--- config.mk ---
export PLATFORM = sky130hd
export DESIGN_NAME = hb_gate_ctrl
export DESIGN_NICKNAME = d
export VERILOG_FILES = /design/src/rtl/hb_gate_pkg.sv /design/src/rtl/hb_hyst_flag.sv /design/src/rtl/hb_ot_latch.sv /design/src/rtl/hb_mode_dec.sv /design/src/rtl/hb_dead_time.sv /design/src/rtl/hb_gate_ctrl.sv
export SDC_FILE = /design/constraint.sdc
export NUM_CORES = 1
export LEC_CHECK = 0
export CAP_MARGIN = 15
export CORE_AREA = 2 2 52 44
export CTS_CLUSTER_DIAMETER = 40
export DETAILED_ROUTE_END_ITERATION = 16
export DIE_AREA = 0 0 54 46
export PLACE_DENSITY = 0.7
export SLEW_MARGIN = 0
export SYNTH_ARGS = -nofsm -noshare
export SYNTH_HDL_FRONTEND = slang
export SYNTH_SLANG_ARGS = --single-unit
--- constraint.sdc ---
create_clock -name clk_i -period 4.3 [get_ports clk_i]
set_input_delay 0.86 -clock clk_i [delete_from_list [all_inputs] [get_ports clk_i]]
set_output_delay 0.86 -clock clk_i [all_outputs]
set_load 0.01 [all_outputs]
--- src/rtl/hb_gate_pkg.sv ---
package hb_gate_pkg;
  typedef enum logic [2:0] {
    MODE_STBY = 3'd0,
    MODE_LS   = 3'd1,
    MODE_HS   = 3'd2,
    MODE_OV   = 3'd3,
    MODE_UV   = 3'd4,
    MODE_OT   = 3'd5
  } hb_mode_e;

  localparam int unsigned SUP_N  = 2;
  localparam int unsigned SUP_OV = 0;
  localparam int unsigned SUP_UV = 1;
endpackage

--- src/rtl/hb_hyst_flag.sv ---
module hb_hyst_flag (
  input  logic clk_i,
  input  logic rst_ni,
  input  logic enter_i,
  input  logic exit_i,
  output logic active_o
);
  always_ff @(posedge clk_i or negedge rst_ni) begin
    if (!rst_ni)      active_o <= 1'b0;
    else if (enter_i) active_o <= 1'b1;
    else if (exit_i)  active_o <= 1'b0;
  end
endmodule

--- src/rtl/hb_ot_latch.sv ---
module hb_ot_latch #(
  parameter int unsigned RST_CYC = 16
) (
  input  logic clk_i,
  input  logic rst_ni,
  input  logic inh_i,
  input  logic ot_i,
  input  logic cool_i,
  output logic latched_o
);
  localparam int unsigned CNT_W = (RST_CYC > 2) ? $clog2(RST_CYC) : 1;
  localparam logic [CNT_W-1:0] CNT_LAST = CNT_W'(RST_CYC - 1);

  logic [CNT_W-1:0] low_cnt;
  logic             clr;

  // counts consecutive inhibit-low edges, saturating one short of the limit
  always_ff @(posedge clk_i or negedge rst_ni) begin
    if (!rst_ni)                low_cnt <= '0;
    else if (inh_i)             low_cnt <= '0;
    else if (low_cnt != CNT_LAST) low_cnt <= low_cnt + 1'b1;
  end

  assign clr = !inh_i && (low_cnt == CNT_LAST) && cool_i;

  always_ff @(posedge clk_i or negedge rst_ni) begin
    if (!rst_ni)   latched_o <= 1'b0;
    else if (ot_i) latched_o <= 1'b1;
    else if (clr)  latched_o <= 1'b0;
  end
endmodule

--- src/rtl/hb_mode_dec.sv ---
module hb_mode_dec
  import hb_gate_pkg::*;
(
  input  logic     ov_i,
  input  logic     uv_i,
  input  logic     ot_i,
  input  logic     inh_i,
  input  logic     dir_i,
  output hb_mode_e mode_o,
  output logic     req_hs_o,
  output logic     req_ls_o,
  output logic     err_o,
  output logic     fault_o
);
  always_comb begin
    if (ov_i)        mode_o = MODE_OV;
    else if (uv_i)   mode_o = MODE_UV;
    else if (ot_i)   mode_o = MODE_OT;
    else if (!inh_i) mode_o = MODE_STBY;
    else if (dir_i)  mode_o = MODE_HS;
    else             mode_o = MODE_LS;
  end

  always_comb begin
    req_hs_o = 1'b0;
    req_ls_o = 1'b0;
    err_o    = 1'b0;
    fault_o  = 1'b0;
    unique case (mode_o)
      MODE_OV: begin req_hs_o = 1'b1; err_o = 1'b1; fault_o = 1'b1; end
      MODE_UV: fault_o = 1'b1;
      MODE_OT: begin err_o = inh_i; fault_o = 1'b1; end
      MODE_HS: req_hs_o = 1'b1;
      MODE_LS: req_ls_o = 1'b1;
      default: ;
    endcase
  end
endmodule

--- src/rtl/hb_dead_time.sv ---
module hb_dead_time #(
  parameter int unsigned DT_BASE = 2,
  parameter int unsigned SLEW_W  = 2
) (
  input  logic              clk_i,
  input  logic              rst_ni,
  input  logic              req_hs_i,
  input  logic              req_ls_i,
  input  logic [SLEW_W-1:0] sel_i,
  output logic              hs_o,
  output logic              ls_o
);
  localparam int unsigned SEL_N  = 1 << SLEW_W;
  localparam int unsigned DT_MAX = DT_BASE * SEL_N;
  localparam int unsigned CNT_W  = $clog2(DT_MAX + 1);
  localparam logic [CNT_W-1:0] CNT_SAT = CNT_W'(DT_MAX);

  logic [CNT_W-1:0] dt_tab [SEL_N];
  logic [CNT_W-1:0] off_cnt;
  logic             gap_ok;

  for (genvar g = 0; g < SEL_N; g++) begin : g_dt
    assign dt_tab[g] = CNT_W'(DT_BASE * (g + 1));
  end

  // cycles since both gates went low; starts saturated out of reset
  always_ff @(posedge clk_i or negedge rst_ni) begin
    if (!rst_ni)               off_cnt <= CNT_SAT;
    else if (hs_o || ls_o)     off_cnt <= '0;
    else if (off_cnt != CNT_SAT) off_cnt <= off_cnt + 1'b1;
  end

  assign gap_ok = off_cnt >= dt_tab[sel_i];

  // turn-off is immediate, turn-on waits for the other side and the gap
  always_ff @(posedge clk_i or negedge rst_ni) begin
    if (!rst_ni) begin
      hs_o <= 1'b0;
      ls_o <= 1'b0;
    end else begin
      hs_o <= req_hs_i && (hs_o || (!ls_o && gap_ok));
      ls_o <= req_ls_i && !req_hs_i && (ls_o || (!hs_o && gap_ok));
    end
  end
endmodule

--- src/rtl/hb_gate_ctrl.sv ---
module hb_gate_ctrl
  import hb_gate_pkg::*;
#(
  parameter int unsigned DT_BASE = 2,
  parameter int unsigned SLEW_W  = 2,
  parameter int unsigned RST_CYC = 16
) (
  input  logic              clk_i,
  input  logic              rst_ni,
  input  logic              dir_i,
  input  logic              inh_i,
  input  logic              ov_enter_i,
  input  logic              ov_exit_i,
  input  logic              uv_enter_i,
  input  logic              uv_exit_i,
  input  logic              ot_i,
  input  logic              ot_cool_i,
  input  logic [SLEW_W-1:0] slew_sel_i,
  output logic              hs_en_o,
  output logic              ls_en_o,
  output logic              err_o,
  output logic              sense_mode_o,
  output logic              fast_slew_o
);
  logic [SUP_N-1:0] sup_enter, sup_exit, sup_act;
  logic             ov_act, uv_act, ot_act;
  logic             req_hs, req_ls, fault;
  logic [SLEW_W-1:0] eff_sel;
  hb_mode_e         mode;

  assign sup_enter[SUP_OV] = ov_enter_i;
  assign sup_exit [SUP_OV] = ov_exit_i;
  assign sup_enter[SUP_UV] = uv_enter_i;
  assign sup_exit [SUP_UV] = uv_exit_i;

  for (genvar s = 0; s < SUP_N; s++) begin : g_sup
    hb_hyst_flag u_hyst (
      .clk_i    (clk_i),
      .rst_ni   (rst_ni),
      .enter_i  (sup_enter[s]),
      .exit_i   (sup_exit[s]),
      .active_o (sup_act[s])
    );
  end

  assign ov_act = sup_act[SUP_OV];
  assign uv_act = sup_act[SUP_UV];

  hb_ot_latch #(.RST_CYC(RST_CYC)) u_ot (
    .clk_i     (clk_i),
    .rst_ni    (rst_ni),
    .inh_i     (inh_i),
    .ot_i      (ot_i),
    .cool_i    (ot_cool_i),
    .latched_o (ot_act)
  );

  hb_mode_dec u_dec (
    .ov_i     (ov_act),
    .uv_i     (uv_act),
    .ot_i     (ot_act),
    .inh_i    (inh_i),
    .dir_i    (dir_i),
    .mode_o   (mode),
    .req_hs_o (req_hs),
    .req_ls_o (req_ls),
    .err_o    (err_o),
    .fault_o  (fault)
  );

  // faults run at the fastest slew, hence the shortest gap
  assign eff_sel = fault ? '0 : slew_sel_i;

  hb_dead_time #(.DT_BASE(DT_BASE), .SLEW_W(SLEW_W)) u_dt (
    .clk_i    (clk_i),
    .rst_ni   (rst_ni),
    .req_hs_i (req_hs),
    .req_ls_i (req_ls),
    .sel_i    (eff_sel),
    .hs_o     (hs_en_o),
    .ls_o     (ls_en_o)
  );

  assign fast_slew_o  = fault;
  assign sense_mode_o = (mode == MODE_HS) && hs_en_o;
endmodule

## Word level (Yosys, flattened, before mapping)

Index checks and enable logic that the tools add are counted.

| storage, ports and cells | value |
|---|---|
| output and inout port bits | 5 |
| flip-flop bits (word level) | 13 |
| input port bits | 12 |

| cells by class | value |
|---|---|
| reduce and logical (&&, ||, !) cells | 22 |
| multiplexer cells | 23 |
| eq/ne operators | 8 |
| $lt $le $gt $ge | 2 |
| add/subtract/negate cells | 2 |
| bitwise operators | 1 |

Operator list:

| operator | number |
|---|---|
| 4-bit 2-to-1 mux | 6 |
| 3-bit 2-to-1 mux | 4 |
| 2-bit nonzero test | 5 |
| 1-bit 2-to-1 mux | 9 |
| 4-bit by 1-bit adder with 4-bit output, second input constant | 2 |
| 4-bit binary-select mux with 2-bit select | 1 |
| 1-bit logical AND | 8 |
| 4-bit != test, second input constant | 2 |
| 3-bit by 2-bit equality test with 1-bit output, second input constant | 2 |
| 3-bit equality test, second input constant | 2 |
| 4-bit equality test, second input constant | 1 |
| 4-bit >= comparator | 1 |
| 1-bit zero test | 4 |
| 2-bit 2-to-1 mux | 2 |
| 3-bit by 1-bit equality test with 1-bit output, second input constant | 1 |
| 3-bit >= comparator, second input constant | 1 |
| 1-bit logical OR | 3 |
| 2-bit inverter with 3-bit output | 1 |
| 3-bit OR reduction | 1 |
| 1-bit one-hot mux with 2 select lines | 1 |
| 2-bit OR reduction | 1 |

## Logic depth before layout (Yosys ltp)

Gate-level depths: netlist of the first run.

| logic depth | value |
|---|---|
| word-level depth | 17 |
| mapped depth | 9 |
| mapped depth without buffers | 9 |

## By module

A second synthesis of the first run with hierarchy kept.

| unflattened totals | value |
|---|---|
| cells, all modules | 85 |
| area total of the unflattened synthesis | 864.6 sq um |

Modules (own cells, without submodules):

| module | area an instance (sq um) | cells each | sequential area each (sq um) | instances |
|---|---|---|---|---|
| hb_dead_time | 427.9 | 44 | 151.4 | 1 |
| hb_ot_latch | 264.0 | 20 | 125.1 | 1 |
| hb_mode_dec | 75.1 | 12 | 0.0 | 1 |
| hb_hyst_flag | 36.3 | 3 | 25.0 | 2 |
| hb_gate_ctrl | 25.0 | 3 | 0.0 | 1 |

## Worst setup path after synthesis of the first run

OpenSTA, ideal clock, no wires.

| timing | value |
|---|---|
| path kind | in2out |
| from | input port dir_i |
| to | output port sense_mode_o |
| stages | 2 |
| slack | 2.056 ns |
| buffers on the path | 0 |
| data arrival time | 1.384 ns |
| cells stage by stage | nor4bb_1 -> and3b_1 |

| on the way | value |
|---|---|
| longest elaborated chain between the ends | 7 |

RTL lines:

| item | line | text |
|---|---|---|
| start, declared | hb_gate_ctrl.sv:10 | `input logic dir_i,` |
| 2-bit 2-to-1 mux | hb_mode_dec.sv:20 | `else if (dir_i) mode_o = MODE_HS;` |
| 3-bit 2-to-1 mux | hb_mode_dec.sv:19 | `else if (!inh_i) mode_o = MODE_STBY;` |
| 3-bit 2-to-1 mux | hb_mode_dec.sv:18 | `else if (ot_i) mode_o = MODE_OT;` |
| 3-bit 2-to-1 mux | hb_mode_dec.sv:17 | `else if (uv_i) mode_o = MODE_UV;` |
| 3-bit 2-to-1 mux | hb_mode_dec.sv:16 | `if (ov_i) mode_o = MODE_OV;` |
| 3-bit by 2-bit equality test with 1-bit output | hb_gate_ctrl.sv:85 | `assign sense_mode_o = (mode == MODE_HS) && hs_en_o;` |
| 1-bit logical AND | hb_gate_ctrl.sv:85 |  |
| end, declared | hb_gate_ctrl.sv:22 | `output logic sense_mode_o,` |

No other way between the ends.

## Worst setup path in the final report of the first run

| timing | value |
|---|---|
| from | input port inh_i |
| to | output port sense_mode_o |

| on the way | value |
|---|---|
| longest elaborated chain between the ends | 6 |

RTL lines:

| item | line | text |
|---|---|---|
| start, declared | hb_gate_ctrl.sv:11 | `input logic inh_i,` |
| 3-bit 2-to-1 mux | hb_mode_dec.sv:19 |  |
| 3-bit 2-to-1 mux | hb_mode_dec.sv:18 |  |
| 3-bit 2-to-1 mux | hb_mode_dec.sv:17 |  |
| 3-bit 2-to-1 mux | hb_mode_dec.sv:16 |  |
| 3-bit by 2-bit equality test with 1-bit output | hb_gate_ctrl.sv:85 |  |
| 1-bit logical AND | hb_gate_ctrl.sv:85 |  |

No other way between the ends.

==> metrics.md, run 1 <==
| Metric | Value |
|---|---|
| Max IR drop VDD | around 270 µV |
| Hold WC Path Type | reg2reg |
| CP max FO | 8 |
| Antenna violations before repair | 0 |
| Total grt overflow | 0 |
| Clock Sinks | 13 |
| Die Area | 2480 µm² |
| Async set-reset flop share out of synthesis | 1.00 |
| # fillers | 200 |
| Initial core utilization | 0.364 |
| Dominant synthesized flop cell | dfrtp_1 |
| Crit path time final | 3.38 ns |
| Yosys reg bits | 13 |
| Setup TNS | 0 ns |
| Vias in the first global route | between 500 and 600 |
| CTS Hold Buffers Added | 0 |
| Top sig layer | met4 |
| Syn Inst Count | 74 |
| Avg Cell Area, Syn | 9.96 µm² |
| DRC Markers | 0 |
| Period utilization | 0.787 |
| NumNets Final | 113 |
| DP Area | between 900 and 1000 µm² |
| CP endpoint kind | primary output |
| Psw | ~0.12 mW |
| Antenna Nets Post-Route | 0 |
| Worst EP required | 3.44 ns |
| Skew-Pair Late Insertion Delay | about 0.27 ns |
| CTS tree | done |
| Core area | 2030 µm² |
| Seq pwr share | 0.484 |
| Avg WL per Cell | 10.7 µm |
| Number of port buffers | 16 |
| Inserted Diodes | 0 |
| Final hold vios | 0 |
| RSZ-0062 raised after global routing | no |
| Worst setup SP type | primary input |
| # setup viols final | 0 |
| Crit-path cells | clkdlybuf4s50_1 -> nor4bb_1 -> and3b_1 -> clkdlybuf4s50_1 |
| Clock root buffer | clkbuf_4 |
| Synth area leaders | dfrtp_1 (41%), ha_1 (12%), nor3_1 (4.8%) |
| Drt total wl | 1260 µm |
| Most frequent cell after synthesis | dfrtp_1 |
| Site Rows | 15 |
| Area delta synth->final | 29.2% |
| CP arrival | ~2.5 ns |
| Clk_skew | 0.000776 ns |
| Cell area after layout | 952 µm² |
| Power density cells | 381 nW/µm² |
| # Post-CTS Setup Buffers | 0 |
| Share of the synthesized area in the top cell type | 0.407 |
| Post-synth cell types | 27 |
| Commonest cells post-synth | dfrtp_1 (12), inv_1 (9), ha_1 (7), nor3_1 (7), nor2_1 (6) |
| Post-Route M1 WL | about 570 µm |
| Number of synthesized flops with an enable pin | 0 |
| Detailed-route via count | 564 |
| DIE WIDTH | 54 µm |
| Non-Filler Instances | 118 |
| Reg clk slew, reported paths | 0.08 ns |
| Post-Syn Nets | 93 |
| Ys Warns | 0 |
| Internal Power | 0.243 mW |
| CP most frequent cell | clkdlybuf4s50_1 |
| Max Root-Sink Buffers | 2 |
| Leak | 0.437 nW |
| Slowest CP cell | clkdlybuf4s50_1 |
| Slew headroom | 0.624 |
| Clock power share | 0.198 |
| Synth area leader | dfrtp_1 |
| GRT Total Usage | 0.125 |
| Setup CP Type | in2out |
| CTS buffer count | 3 |
| Combinational Power Share | 0.318 |
| Crit-path leading delay family | buffers and inverters |
| Post-Place Cells | 114 |
| Fraction of layout cells with a size suffix above 1 | 0.0753 |
| Seq/Total Area, Yosys | 0.443 |
| Fmax | 295 MHz |
| Die Height | approximately 46 µm |
| Worst path buffer plus inverter count | 2 |
| Gpl congestion | 0.746 |
| CTS H-tree lvls | 1 |
| DRT Pass-1 Iters | 3 |
| Slowest stage delay, CP | 0.61 ns |
| Ports | 17 |
| Met2 wire length | 652 µm |
| Max-cap violations | 0 |
| Cts repair resizes | 0 |
| Worst-margin pin slew | 0.562 ns |
| First-pass GRT wire length | 2210 µm |
| Vias per cell | 4.78 |
| Outcome | finished clean |
| Largest net degree at the start of global routing | 14 |
| DPL Wire Length | 1040 µm |
| Routed met3 length | roughly 24 µm |
| Reg2Reg Setup Slack | 2.25 ns |
| DRT iter0 DRCs | 1 |
| Switching power share of the total | 0.330 |
| Netlist Area Pre-Place | 737 µm² |
| Slew Viols, Final | 0 |
-- per-stage QoR --
step                       util  hold WS [ns]  power (mW)  worst slack, ns
after floorplan               -         0.496       0.252             2.06
after global placement    0.456         0.528       0.290            0.915
after detailed placement  0.456         0.531       0.296            0.897
after CTS                 0.470         0.547       0.370            0.897
after global routing      0.470         0.575       0.399            0.809
final                     0.470         0.540       0.363            0.916
-- placed cells by master (no fill, tap or decap), drive strengths merged, types with 2 or more instances in the layout --
cell type      count
xnor2              2
nand3b             2
inv                9
a21o               4
nand3              3
clkdlybuf4s50     16
clkbuf             3
a21oi              2
mux2i              3
nor2               6
nand2              3
ha                 7
nor3               7
dfrtp             12
-- sequential cells by signal, indices dropped and copies added, names as in the netlist --
register / flops
u_dt.hs_o: 1
u_ot.low_cnt: 4
u_ot.latched_o: 1
u_dt.off_cnt: 4
g_sup.u_hyst.active_o: 2
u_dt.ls_o: 1
-- metal layers --
| layer | vias to the layer above | global-route usage |
|---|---|---|
| li1 | 295 | - |
| met1 | 259 | 0.166 |
| met2 | 8 | 0.205 |
| met3 | 2 | 0.00987 |
| met4 | 0 | 0.0600 |
| met5 | - | 0 |
-- final cells by class --
type	instances	area, µm²	share of cell area
multi-input cells	51	373	0.392
inverters	9	33.8	0.0355
well taps	25	31.3	0.0329
flip-flops and latches	13	327	0.343
clock inverters	1	5.00	0.00526
clock buffers	3	22.5	0.0237
repair buffers	16	160	0.168
-- power by group through the flow --
stage / registers [mW] / logic [mW] / clock network [mW]
4_1_cts: 0.176 / 0.118 / 0.0763
2_1_floorplan: 0.167 / 0.0849 / 0
3_3_place_gp: 0.177 / 0.113 / 0
3_5_place_dp: 0.178 / 0.118 / 0
5_1_grt: 0.179 / 0.136 / 0.0835
6_report: 0.175 / 0.115 / 0.0719
-- worst reg2reg max path, delay by kind of cell, from the launching register on --
family	cells	cell delay (ns)
flip-flops	1	0.42
adder cells (fa/ha/maj)	2	0.42
buffers and inverters	2	0.12
AO/OA/AOI/OAI	2	0.39
AND/OR/NAND/NOR	3	0.59
-- final timing paths --
path,start,to,depth (start not counted)
hold / removal,u_dt.ls_o,u_dt.off_cnt[3],1
min in group asynchronous,rst_ni,u_ot.low_cnt[1],1
setup reg to reg,g_sup[0].u_hyst.active_o,u_dt.ls_o,9
hold reg to reg,u_dt.ls_o,u_dt.off_cnt[3],1
setup / recovery,inh_i,sense_mode_o,4
max in group asynchronous,rst_ni,u_dt.off_cnt[3],1
-- kinds of logic (layout without fill, tap and decap cells) --
family | after synthesis | count (layout) | share of synthesized area
buf+inv | 10 | 29 | 0.0509
flops | 13 | 13 | 0.443
mux | 3 | 3 | 0.0407
xor+xnor | 3 | 3 | 0.0357
simple gates | 27 | 27 | 0.205
compound gates | 11 | 11 | 0.105
fa+ha+maj | 7 | 7 | 0.119
Power figures use the tool's default switching activity.
==> inputs of run 2 (changes only) <==
==> constraint.sdc (replaced) <==
create_clock -name clk_i -period 3.54 [get_ports clk_i]
set_input_delay 0.708 -clock clk_i [delete_from_list [all_inputs] [get_ports clk_i]]
set_output_delay 0.708 -clock clk_i [all_outputs]
set_load 0.01 [all_outputs]
==> run 2 against run 1 <==
Net effect:
- via count rose by 5.7%
- clock skew grew 0.0057 ns
- hold slack got worse by 0.00071 ns
- sequential share of layout area fell by 0.27 points
- critical path depth stayed put
- power is 25% higher
- critical path type unchanged
- critical endpoint unchanged
- highest routed layer unchanged
==> metrics.md, run 2 (synthesis results as in run 1) <==
| Metric | Value |
|---|---|
| Fraction of layout cells with a size suffix above 1 | 0.0851 |
| Internal Power | about 0.30 mW |
| Vias per cell | roughly 5 |
| Hold Path Stages | 1 |
| Detailed-route via count | 596 |
| Clock root buffer | clkbuf_4 |
| CTS H-tree lvls | 1 |
| DRC Markers | 0 |
| Largest registers | u_dt.off_cnt (4), u_ot.low_cnt (4), g_sup.u_hyst.active_o (2) |
| Clock Sinks | 13 |
| Switching power share of the total | 0.344 |
| Seq pwr share | 0.470 |
| Worst setup SP type | primary input |
| Ports | 17 |
| Die Area | 2480 µm² |
| Cts repair resizes | 0 |
| Site Rows | 15 |
| Clock power share | 0.211 |
| Final setup margin | 0.606 ns |
| Inserted Diodes | 0 |
| CP endpoint kind | primary output |
| Area delta synth->final | 30.2% |
| Worst EP required | 2.83 ns |
| Setup CP Type | in2out |
| Hold WC Path Type | reg2reg |
| Slew Viols, Final | 0 |
| Largest net degree at the start of global routing | 14 |
| NumNets Final | around 110 |
| Clk_skew | ~0.0064 ns |
| Die Height | roughly 46 µm |
| RSZ-0062 raised after global routing | no |
| Antenna Nets Post-Route | 0 |
| DIE WIDTH | around 54 µm |
| Most frequent cells in the layout | clkdlybuf4s50_1 (16), dfrtp_1 (12), inv_1 (9) |
| GRT Total Usage | 0.139 |
| Period utilization | 0.829 |
| Worst-margin pin slew | 0.577 ns |
| Outcome | finished clean |
| Max IR drop VDD | 240 µV |
| Antenna violations before repair | 0 |
| Fmax | 341 MHz |
| DRT iter0 DRCs | 4 |
| Power density cells | 472 nW/µm² |
| Reg clk slew, reported paths | ~0.080 ns |
| CP max FO | 2 |
| Psw | between 0.15 and 0.2 mW |
| Worst r2r path cells | 9 |
| Vias in the first global route | between 500 and 600 |
| CTS Hold Buffers Added | 0 |
| # setup viols final | 0 |
| Leak | 0.442 nW |
| Max Root-Sink Buffers | 2 |
| CP arrival | 2.23 ns |
| Crit path time final | 2.93 ns |
| Most common cell after layout, fill and taps aside | clkdlybuf4s50_1 |
| Slew headroom | 0.614 |
| Setup TNS | 0 ns |
| Avg WL per Cell | 11.8 µm |
| Placement Setup Slack | just under 0.6 ns |
| Gpl congestion | around 0.76 |
| DPL Wire Length | 1130 µm |
| Max-cap violations | 0 |
| CTS buffer count | 3 |
| DRT Pass-1 Iters | 5 |
| WHS | 0.540 ns |
| Combinational Power Share | 0.319 |
| Initial core utilization | 0.364 |
| Final hold vios | 0 |
| # Post-CTS Setup Buffers | 0 |
| Total grt overflow | 0 |
| Drt total wl | approximately 1400 µm |
| Skew-Pair Late Insertion Delay | 0.29 ns |
| CTS tree | done |
| Core area | just over 2000 µm² |
| Number of port buffers | 16 |
| First-pass GRT wire length | 2390 µm |
run 2: cell types whose count changed in the layout (fill, tap and decap cells not counted), sizes merged:
cell and change:
buf +1
run 2: per-stage QoR:
step / cells / area, µm² / power, mW / utilization
floorplan: 74 / 737 / 0.306 / -
global placement: 115 / 932 / 0.354 / 0.460
detailed placement: 115 / 932 / 0.364 / 0.460
CTS: 119 / 960 / 0.458 / 0.473
global route: 119 / 960 / 0.490 / 0.473
finish: 119 / 960 / 0.453 / 0.473
run 2: path summary, 6_finish.rpt:
path	from	to	slack, ns
hold / removal	u_dt.ls_o	u_dt.off_cnt[3]	0.54
setup / recovery	dir_i	sense_mode_o	0.61
hold reg to reg	u_dt.ls_o	u_dt.off_cnt[3]	0.54
max in group asynchronous	rst_ni	u_dt.off_cnt[3]	2.37
min in group asynchronous	rst_ni	u_ot.low_cnt[0]	0.78
setup reg to reg	u_ot.latched_o	u_dt.ls_o	1.48
run 2: power groups by stage:
stage | Combinational [mW] | Sequential, mW | Clock, mW
3_3_place_gp | 0.138 | 0.215 | 0
4_1_cts | 0.148 | 0.214 | 0.0959
6_report | 0.145 | 0.213 | 0.0957
2_1_floorplan | 0.103 | 0.203 | 0
5_1_grt | 0.167 | 0.220 | 0.103
3_5_place_dp | 0.147 | 0.217 | 0
run 2: critical path: stages:
cell,delay (ns)
clkdlybuf4s50_1,0.46
nor4bb_1,0.33
and3b_1,0.20
clkdlybuf4s50_1,0.53
run 2: final cells by class:
cell class                 count  area [µm²]
sequential                    13         327
fill                         188        1070
multi-input combinational     51         373
clock inverter                 1        5.00
timing repair buffer          17         168
clock buffer                   3        22.5
tap                           25        31.3
inverter                       9        33.8
run 2: per-layer routing:
metal,GRT usage,wire [µm],vias up
met1,0.168,587,276
met3,0.0132,48,4
met2,0.234,733,19
met4,0.0900,34,0
met5,0,0,-
li1,-,-,297
==> inputs of run 3 (changes only) <==
==> constraint.sdc (replaced) <==
create_clock -name clk_i -period 2.8 [get_ports clk_i]
set_input_delay 0.56 -clock clk_i [delete_from_list [all_inputs] [get_ports clk_i]]
set_output_delay 0.56 -clock clk_i [all_outputs]
set_load 0.01 [all_outputs]
==> run 3 against run 2 <==
Net effect:
- power is 23% higher
- clock skew shrank 0.0013 ns
- via count shrank 3.2%
- sequential share of layout area about the same
- die area unchanged
- critical endpoint unchanged
==> metrics.md, run 3 (synthesis results as in run 1) <==
| Metric | Value |
|---|---|
| Vias in the first global route | 539 |
| Final hold vios | 0 |
| DRT iter0 DRCs | 2 |
| Clock Sinks | 13 |
| CTS buffer count | 3 |
| Reg2Reg Setup Slack | 0.73 ns |
| DPL Wire Length | 1070 µm |
| Worst-margin pin slew | 0.547 ns |
| Max Root-Sink Buffers | 2 |
| Psw | approximately 0.18 mW |
| Largest registers | u_dt.off_cnt (4), u_ot.low_cnt (4), g_sup.u_hyst.active_o (2) |
| Gpl congestion | around 0.78 |
| CTS Hold Buffers Added | 0 |
| Detailed-route via count | 577 |
| DRT Pass-1 Iters | 2 |
| Slew headroom | 0.634 |
| Number of port buffers | 16 |
| Clock root buffer | clkbuf_4 |
| # setup viols final | 0 |
| Combinational Power Share | 0.321 |
| Period utilization | 0.967 |
| Worst setup SP type | primary input |
| Reg clk slew, reported paths | 0.08 ns |
| Max IR drop VDD | 314 µV |
| Fraction of layout cells with a size suffix above 1 | 0.0745 |
| Non-Filler Instances | around 120 |
| Clock power share | 0.197 |
| Initial core utilization | 0.364 |
| Die Area | 2480 µm² |
| Ports | 17 |
| Drt total wl | between 1000 and 1500 µm |
| Worst r2r path cells | 9 |
| Internal Power | 0.377 mW |
| Leak | 0.439 nW |
| Die Height | between 40 and 50 µm |
| Setup CP Type | in2out |
| Switching power share of the total | 0.325 |
| Slew Viols, Final | 0 |
| WHS | 0.539 ns |
| RSZ-0062 raised after global routing | no |
| Antenna Nets Post-Route | 0 |
| Hold WC Path Type | reg2reg |
| CTS H-tree lvls | 1 |
| Cts repair resizes | 0 |
| Clk_skew | 0.00515 ns |
| Antenna violations before repair | 0 |
| Largest net degree at the start of global routing | 14 |
| Skew-Pair Late Insertion Delay | 0.26 ns |
| GRT Total Usage | 0.123 |
| CP max FO | 2 |
| NumNets Final | 114 |
| First-pass GRT wire length | 2190 µm |
| CP endpoint kind | primary output |
| Vias per cell | 4.85 |
| Core area | 2030 µm² |
| Most frequent cells in the layout | clkdlybuf4s50_1 (16), dfrtp_1 (12), inv_1 (9) |
| Post-Place Cells | 115 |
| Inserted Diodes | 0 |
| Worst EP required | 2.24 ns |
| Hold Path Stages | 1 |
| Most common cell after layout, fill and taps aside | clkdlybuf4s50_1 |
| Seq pwr share | 0.482 |
| Site Rows | 15 |
| Total grt overflow | 0 |
| Crit path time final | 2.71 ns |
| CP arrival | 2.15 ns |
| Fmax | 369 MHz |
| DRC Markers | 0 |
| CTS tree | done |
| DIE WIDTH | between 50 and 60 µm |
| Setup TNS | 0 ns |
| # Post-CTS Setup Buffers | 0 |
| Area delta synth->final | 30.1% |
| Outcome | finished clean |
| Max-cap violations | 0 |
| Avg WL per Cell | ~11 µm |
| Power density cells | 583 nW/µm² |
-- run 3: changes by cell type in the layout (fill, tap and decap cells not counted) --
cell,delta
clkbuf_1,+1
clkinv_2,-1
-- run 3: power groups by stage --
stage / Combinational [mW] / Sequential (mW) / Clock (mW)
2_1_floorplan: 0.130 / 0.257 / 0
3_3_place_gp: 0.175 / 0.272 / 0
3_5_place_dp: 0.182 / 0.275 / 0
4_1_cts: 0.184 / 0.271 / 0.114
5_1_grt: 0.207 / 0.278 / 0.126
6_report: 0.179 / 0.269 / 0.110
-- run 3: critical path, cell delays in order --
cell and delay, ns:
clkdlybuf4s50_1 0.48, nor4bb_1 0.37, and3b_1 0.21, clkdlybuf4s50_1 0.53
-- run 3: worst paths after layout --
| check | endpoint | start |
|---|---|---|
| max | sense_mode_o | dir_i |
| min | u_dt.off_cnt[3] | u_dt.ls_o |
| max reg2reg | u_dt.ls_o | u_ot.latched_o |
| min reg2reg | u_dt.off_cnt[3] | u_dt.ls_o |
| max in group asynchronous | u_dt.off_cnt[3] | rst_ni |
| min in group asynchronous | u_dt.hs_o | rst_ni |
-- run 3: layout make-up --
type / instances / area [µm²]
multi-input cells: 51 / 373
fillers: 202 / 1070
well taps: 25 / 31.3
flip-flops and latches: 13 / 327
inverters: 9 / 33.8
repair buffers: 17 / 168
clock buffers: 4 / 26.3
-- run 3: through the flow --
stage	setup slack, ns	util	area (µm²)	power, mW
after floorplan	0.994	-	737	0.387
after global placement	0.138	0.460	932	0.447
after detailed placement	0.0744	0.460	932	0.457
after CTS	0.0744	0.473	958	0.570
after global routing	0.0689	0.473	958	0.611
final	0.0931	0.473	958	0.558
-- run 3: per-layer routing --
layer,global-route usage,part of all wire,vias to the layer above
li1,-,-,294
met1,0.145,0.44,277
met2,0.220,0.54,6
met3,0.0132,0.017,0
met4,0.0600,0,0
met5,0,0,-
